==> config.mk <==
export PLATFORM = sky130hd
export DESIGN_NAME = pm_parity_sram
export DESIGN_NICKNAME = d
export VERILOG_FILES = /design/src/rtl/pm_pkg.sv /design/src/rtl/pm_lane_parity.sv /design/src/rtl/pm_data_array.sv /design/src/rtl/pm_parity_array.sv /design/src/rtl/pm_parity_sram.sv
export SDC_FILE = /design/constraint.sdc
export NUM_CORES = 1
export LEC_CHECK = 0
export ABC_CLOCK_PERIOD_IN_PS = 3300
export BUFFER_PORTS_ARGS = -buffer_cell sky130_fd_sc_hd__clkbuf_2
export CORE_ASPECT_RATIO = 1.75
export CORE_UTILIZATION = 50
export CTS_CLUSTER_DIAMETER = 30
export DETAILED_ROUTE_END_ITERATION = 6
export GPL_ROUTABILITY_DRIVEN = 0
export PLACE_DENSITY = 0.78
export SYNTH_ARGS = -nofsm -noshare
export SYNTH_HDL_FRONTEND = slang
export SYNTH_SLANG_ARGS = --single-unit
==> constraint.sdc <==
create_clock -name clk -period 3.3 [get_ports clk]
set_input_delay 0.495 -clock clk [delete_from_list [all_inputs] [get_ports clk]]
set_output_delay 0.495 -clock clk [all_outputs]
set_load 0.02 [all_outputs]
==> src/rtl/pm_pkg.sv <==
package pm_pkg;
    localparam int LANE_W     = 8;
    localparam int CFG_W      = 2;
    localparam int CFG_EN_BIT = 0;
    localparam int CFG_CLR_BIT = 1;
endpackage

==> src/rtl/pm_lane_parity.sv <==
module pm_lane_parity #(
    parameter int DATA_W = 32,
    localparam int LANES = DATA_W / pm_pkg::LANE_W
) (
    input  logic [DATA_W-1:0] data,
    output logic [LANES-1:0]  par
);
    for (genvar i = 0; i < LANES; i++) begin : g_lane
        assign par[i] = ^data[i*pm_pkg::LANE_W +: pm_pkg::LANE_W];
    end
endmodule

==> src/rtl/pm_data_array.sv <==
module pm_data_array #(
    parameter int ADDR_W = 4,
    parameter int DATA_W = 32,
    localparam int LANES = DATA_W / pm_pkg::LANE_W,
    localparam int DEPTH = 1 << ADDR_W
) (
    input  logic              clk,
    input  logic              rst_n,
    input  logic              wr_en,
    input  logic              rd_en,
    input  logic [LANES-1:0]  be,
    input  logic [ADDR_W-1:0] addr,
    input  logic [DATA_W-1:0] wdata,
    output logic [DATA_W-1:0] rdata
);
    localparam int LW = pm_pkg::LANE_W;

    logic [DATA_W-1:0] mem_q [DEPTH];
    logic [DATA_W-1:0] rdata_q;

    for (genvar l = 0; l < LANES; l++) begin : g_lane
        always_ff @(posedge clk) begin
            if (!rst_n) begin
                for (int w = 0; w < DEPTH; w++) begin
                    mem_q[w][l*LW +: LW] <= '0;
                end
            end else if (wr_en && be[l]) begin
                mem_q[addr][l*LW +: LW] <= wdata[l*LW +: LW];
            end
        end
    end

    always_ff @(posedge clk) begin
        if (!rst_n) begin
            rdata_q <= '0;
        end else if (rd_en) begin
            rdata_q <= mem_q[addr];
        end
    end

    assign rdata = rdata_q;
endmodule

==> src/rtl/pm_parity_array.sv <==
module pm_parity_array #(
    parameter int ADDR_W = 4,
    parameter int LANES  = 4,
    localparam int DEPTH = 1 << ADDR_W
) (
    input  logic              clk,
    input  logic              rst_n,
    input  logic              clk_en,
    input  logic              wr_en,
    input  logic              rd_en,
    input  logic [LANES-1:0]  be,
    input  logic [ADDR_W-1:0] addr,
    input  logic [LANES-1:0]  wpar,
    output logic [LANES-1:0]  rpar
);
    logic [LANES-1:0] par_q [DEPTH];
    logic [LANES-1:0] rpar_q;

    // clk_en stands in for the clock gate: with it low nothing here changes.
    for (genvar l = 0; l < LANES; l++) begin : g_lane
        always_ff @(posedge clk) begin
            if (!rst_n) begin
                for (int w = 0; w < DEPTH; w++) begin
                    par_q[w][l] <= 1'b0;
                end
            end else if (clk_en && wr_en && be[l]) begin
                par_q[addr][l] <= wpar[l];
            end
        end
    end

    always_ff @(posedge clk) begin
        if (!rst_n) begin
            rpar_q <= '0;
        end else if (clk_en && rd_en) begin
            rpar_q <= par_q[addr];
        end
    end

    assign rpar = rpar_q;
endmodule

==> src/rtl/pm_parity_sram.sv <==
module pm_parity_sram #(
    parameter int ADDR_W = 4,
    parameter int DATA_W = 32,
    localparam int LANES = DATA_W / pm_pkg::LANE_W
) (
    input  logic                    clk,
    input  logic                    rst_n,
    input  logic                    req_valid,
    input  logic                    req_we,
    input  logic [LANES-1:0]        req_be,
    input  logic [ADDR_W-1:0]       req_addr,
    input  logic [DATA_W-1:0]       req_wdata,
    output logic [DATA_W-1:0]       rd_data,
    input  logic                    cfg_wr,
    input  logic [pm_pkg::CFG_W-1:0] cfg_wdata,
    output logic                    err_pulse,
    output logic                    err_sticky,
    output logic [ADDR_W-1:0]       err_addr
);
    typedef struct packed {
        logic              en;
        logic              sticky;
        logic [ADDR_W-1:0] eaddr;
        logic              rd_chk;
        logic [ADDR_W-1:0] rd_addr;
    } state_t;

    state_t st_d, st_q;

    logic             wr_req, rd_req;
    logic [LANES-1:0] wr_par, calc_par, stored_par;
    logic             mismatch;
    logic             chk_en_q;

    assign wr_req = req_valid && req_we;
    assign rd_req = req_valid && !req_we;

    pm_lane_parity #(.DATA_W(DATA_W)) u_wr_par (
        .data (req_wdata),
        .par  (wr_par)
    );

    pm_lane_parity #(.DATA_W(DATA_W)) u_rd_par (
        .data (rd_data),
        .par  (calc_par)
    );

    pm_data_array #(.ADDR_W(ADDR_W), .DATA_W(DATA_W)) u_data (
        .clk   (clk),
        .rst_n (rst_n),
        .wr_en (wr_req),
        .rd_en (rd_req),
        .be    (req_be),
        .addr  (req_addr),
        .wdata (req_wdata),
        .rdata (rd_data)
    );

    pm_parity_array #(.ADDR_W(ADDR_W), .LANES(LANES)) u_par (
        .clk    (clk),
        .rst_n  (rst_n),
        .clk_en (st_q.en),
        .wr_en  (wr_req),
        .rd_en  (rd_req),
        .be     (req_be),
        .addr   (req_addr),
        .wpar   (wr_par),
        .rpar   (stored_par)
    );

    assign mismatch  = |(calc_par ^ stored_par);
    assign err_pulse = st_q.rd_chk && mismatch;

    always_comb begin
        st_d         = st_q;
        st_d.rd_chk  = rd_req && st_q.en;
        st_d.rd_addr = req_addr;
        if (cfg_wr) begin
            st_d.en = cfg_wdata[pm_pkg::CFG_EN_BIT];
            if (cfg_wdata[pm_pkg::CFG_CLR_BIT]) begin
                st_d.sticky = 1'b0;
                st_d.eaddr  = '0;
            end
        end
        if (err_pulse && (!st_q.sticky || (cfg_wr && cfg_wdata[pm_pkg::CFG_CLR_BIT]))) begin
            st_d.sticky = 1'b1;
            st_d.eaddr  = st_q.rd_addr;
        end
    end

    always_ff @(posedge clk) begin
        if (!rst_n) begin
            st_q <= '0;
        end else begin
            st_q <= st_d;
        end
    end

    assign err_sticky = st_q.sticky;
    assign err_addr   = st_q.eaddr;
    assign chk_en_q   = st_q.en;
endmodule


======== Yosys cells after proc, flatten, opt, wreduce, memory -nomap -nowiden ========
Memories as Yosys holds them, arrays and structs flattened. A register that Yosys moved wholly into a read port is not among the register bits.
Cells that the tools add are included.
Widths: inputs -> output; s select.
storage, ports and cells
  bits in registers ....................... 11
  memory bits (writable) .................. 576
  input bits .............................. 47
  output and inout port bits .............. 38
  memories kept ........................... 2
memories
  name          words  bits a word  rd ports  clocked after Yosys merged registers in  write ports  line                   source
  u_data.mem_q  16     32           1         1                                        16           pm_data_array.sv:18    logic [DATA_W-1:0] mem_q [DEPTH];
  u_par.par_q   16     4            1         1                                        16           pm_parity_array.sv:16  logic [LANES-1:0] par_q [DEPTH];
cells by class
  mux-type cells .......................... 34
  bitwise gates (word level) .............. 1
  reductions and logical operators ........ 34
operator list
  operator           count
  $reduce_xor 8->1   8
  $mux 32            1
  $reduce_or 32->1   1
  $mux 1             25
  $mux 4             5
  $logic_and 1x1->1  15
  $mux 5             3
  $reduce_or 4->1    2
  $logic_not 1->1    4
  $reduce_bool 2->1  2
  $xor 4x4->4        1
  $reduce_and 2->1   1
  $logic_or 1x1->1   1

======== Logic depth before layout (Yosys ltp) ========
  word-level depth ........................ 8
  gate-level depth with buffers ........... 9
  mapped depth without buffers ............ 5

======== Cells and area by module ========
Synthesis repeated with hierarchy kept, for this count alone.
second synthesis, totals
  cells, all modules ...................... 2,277
  area total of the unflattened synthesis .. 29,137.9 um^2
modules (own cells, without submodules)
  module           instances  cells an instance  area an instance (um^2)
  pm_data_array    1          1,811              24,752.5
  pm_parity_array  1          362                3,414.5
  pm_lane_parity   2          28                 245.2
  pm_parity_sram   1          48                 480.5

======== Worst setup path after synthesis ========
No wires, ideal clock.
  path type ............................... input to register
  start point ............................. input req_addr[0]
  end point ............................... memory u_data.mem_q[1][10] (enable)
  library setup time ...................... 0.384 ns
  arrival ................................. 2.059 ns
  required time ........................... 2.916 ns
  path slack .............................. 0.857 ns
  stages on the path ...................... 7
  path buffers ............................ 4
  cells stage by stage .................... buf_2 > buf_6 > buf_6 > and2b_1 > nand2_1 > buf_4 > o21ai_0
RTL lines
  item                line                  source
  start: declaration  pm_parity_sram.sv:11  input logic [ADDR_W-1:0] req_addr,
  end: declaration    pm_data_array.sv:18

======== Final worst setup path ========
  start point ............................. register u_data.rdata_q[23] (netlist: u_data.rdata[23]), read port of u_data.mem_q
  end point ............................... output err_pulse
between the ends
  cells in the longest elaborated chain, start to end .. 4
RTL lines
  item                line                  source
  start: declaration  pm_data_array.sv:19   logic [DATA_W-1:0] rdata_q;
  $reduce_xor 8->1    pm_lane_parity.sv:9   assign par[i] = ^data[i*pm_pkg::LANE_W +: pm_pkg::LANE_W];
  $xor 4x4->4         pm_parity_sram.sv:71  assign mismatch = |(calc_par ^ stored_par);
  $reduce_or 4->1     pm_parity_sram.sv:71
  $logic_and 1x1->1   pm_parity_sram.sv:72  assign err_pulse = st_q.rd_chk && mismatch;
  end: declaration    pm_parity_sram.sv:16  output logic err_pulse,
Every way passes these cells.

==> impl_results.md <==
- Critical Path Sink Type: output pin
- DR vias: 17,600
- Logic pwr share: 8.3%
- DR pass1 iterations: 5
- Final worst slack: 0.116 ns
- Synth Warn #: 0
- Maximum vdd drop: 316 uV
- Clk sinks: 623
- Top cells by area, synth: edfxtp_1, mux4_2, and2_1, dfxtp_1, nand2_1
- Number of remaining DRC errors: 0
- DR iter-0 viols: 1,476
- Synth area leader: edfxtp_1
- CTS Hold Bufs: 0
- Grt ovf: 0
- Max-slew violations: 0
- Period utilisation layout: 96.5%
- Post-synth top area share: 55.8%
- Status: finished, final reports clean
- CP required: 2.80 ns
- Mapped Area: 28,800 sq um
- Port bufs: 84
- Layout cell share with drive strength beyond 1: 24.8%
- Worst-path clk slew: 0.06 ns
- CTS tree: done
- Min Tclk post-route: 3.18 ns
- Cell variety after synth: 42
- Post-synth ARST share: 0%
- Vias in the first global route: 18,400
- Max-Cap Viols: 0
- CP Max Fanout: 3
- RSZ-0062 raised after global routing: false
- Placed wire-length estimate: 49,600 um
- Nets@finish: 2,218
- Clk pwr share: 43.6%
- Wire length of the first global-routing pass: 110,000 um
- FP Rows: 116
- Yosys reg bits: 623
- Worst Tran Pin Value: 0.766 ns
- Slew headroom: 48.8%
- Non-filler cells, final: 2,998
- Crit path launch type: register
- Number of fill cells: 4,248
- Clock skew: 0.0238 ns
- Initial antenna violation count: 1
- Final hold viol count: 0
- Final wirelength: 72,800 um
- Placeable Area: 57,000 sq um
- Gate count of the mapped netlist: 2,046
- Dpl cells: 2,862
- Clock root buffer master: clkbuf_16
- # setup viols final: 0
- Later-pin clock latency in the skew report: 0.61 ns
- Post-synth EDFFs: 535
- Flop2flop setup slack: 0.98 ns
- Die X: 183 um
- Post-synth top flop: edfxtp_1
- Footprint of the multi-input gates: 10,200 sq um
- Register area: 17,800 sq um
- Die Ht: 319 um
- Vias/cell: 5.88
- Commonest cells after routing, fill and taps aside: edfxtp_1, and2_1, nand2_1, mux4_2, buf_4
- Num CTS Buffers: 74
- Die area: 58,500 sq um
- Post-route ant nets: 0
- Int Power: 14,300 uW
- Most common cell after layout, fill and taps aside: edfxtp_1
- Wire per inst: 24.3 um
- PwrDens: 572 nW/um^2
- CP Class: reg2out
- Largest net degree at the start of global routing: 78
- Setup TNS: 0 ns
- Htree depth: 3
- Net Switching: 4500 uW
- Synth-to-Final Area Change: 14.2%
- Hold Path Class: in2reg
- I/O Pins: 85
- Clock buffer depth: 3
- Sequential Power Share: 48.1%
- Max Fclk: 314 MHz
- Initial Util: 50.4%
- LEAKAGE: 0.0118 uW
- Switching share of power: 24.0%
- Part of the Yosys area used for sequential elements: 62.0%
- Post-synthesis average cell area: 14.1 sq um
- Post-synthesis net count: 2,093
- Total GRT Usage: 25.5%
- Setup slack at placement: 0.463 ns
- Crit path DAT: 2.69 ns
==> metal layers <==
layer / global-route usage, % / wire length [um] / part of all wire [%] / vias up
li1: - / - / - / 7710
met5: 0 / 0 / 0 / -
met4: 15.2 / 4310 / 5.9 / 0
met1: 27.1 / 24200 / 33 / 8909
met3: 4.35 / 4540 / 6.2 / 214
met2: 46.5 / 39700 / 55 / 783
==> kinds of logic (layout without fill, tap and decap cells) <==
group | Yosys count | in the layout | synth area share, %
other cells | 0 | 1 | 0
simple gates | 814 | 814 | 16.2
compound gates | 213 | 213 | 4.40
mux | 189 | 189 | 12.8
xor+xnor | 56 | 56 | 1.97
flops | 623 | 623 | 62.0
buf+inv | 151 | 335 | 2.65
==> per-stage QoR <==
stage	area, sq um	hold slack, ns	total power [uW]	util (%)
2_1_floorplan	28800	0.423	10100	-
3_3_place_gp	30400	0.436	10700	53.2
3_5_place_dp	30400	0.442	10700	53.2
4_1_cts	32800	0.153	18900	57.6
5_1_grt	32800	0.212	19300	57.6
6_report	32800	0.165	18800	57.6
==> power groups by stage <==
stage	sequential [uW]	clock [uW]	combinational, uW
after floorplan	9160	0	957
after global placement	9160	0	1520
after detailed placement	9200	0	1550
after CTS	9030	8260	1560
after global routing	9060	8570	1640
final	9030	8190	1570
==> synthesized netlist by cell type, types with 8 or more instances <==
| cell | instances |
|---|---|
| nor3_2 | 20 |
| nor2_1 | 64 |
| buf_1 | 14 |
| nor2_2 | 40 |
| o21ai_0 | 63 |
| xor2_1 | 8 |
| dfxtp_1 | 88 |
| and2_2 | 10 |
| buf_2 | 25 |
| buf_4 | 15 |
| mux4_2 | 144 |
| and3_1 | 25 |
| xnor2_1 | 41 |
| and2_1 | 483 |
| buf_6 | 13 |
| a22oi_1 | 72 |
| edfxtp_1 | 535 |
| nand2_1 | 147 |
| clkbuf_1 | 80 |
| mux2i_1 | 45 |
| a21oi_1 | 73 |
==> layout make-up <==
type | count | share of cell area [%]
multi-input cells | 1272 | 31.1
inverters | 3 | 0.0343
repair buffers | 197 | 4.11
flip-flops and latches | 623 | 54.3
clock buffers | 90 | 6.13
clock inverters | 45 | 1.43
diodes | 1 | 0.00762
well taps | 767 | 2.92
==> state kept, by name (all words and copies together) (netlist names) <==
| signal | cells |
|---|---|
| u_data.rdata | 32 |
| u_par.par_q | 64 |
| st_q | 5 |
| chk_en_q | 1 |
| err_addr | 4 |
| err_sticky | 1 |
| u_par.rpar | 4 |
| u_data.mem_q | 512 |
==> worst paths after layout <==
kind / from / end / cells past startpoint
max: u_data.rdata[23] / err_pulse / 5
min: cfg_wdata[0] / chk_en_q / 3
max reg2reg: u_data.rdata[23] / err_addr[3] / 5
min reg2reg: st_q[0] / err_addr[0] / 2
==> critical path, cell delays in order (launching register included) <==
cell	delay, ns
dfxtp_1	0.34
xnor2_1	0.42
xnor3_1	0.45
xnor2_2	0.41
a41oi_1	0.22
clkbuf_2	0.25
==> repair_timing <==
| item | 4_1_cts | 5_1_grt |
|---|---|---|
| endpoints found under the hold margin | 0 | 0 |
| endpoints found under the setup margin | 1 | 0 |
| setup buffers | 0 | 0 |
| gates resized for setup | 1 | 0 |
Power figures use the tool's default switching activity.
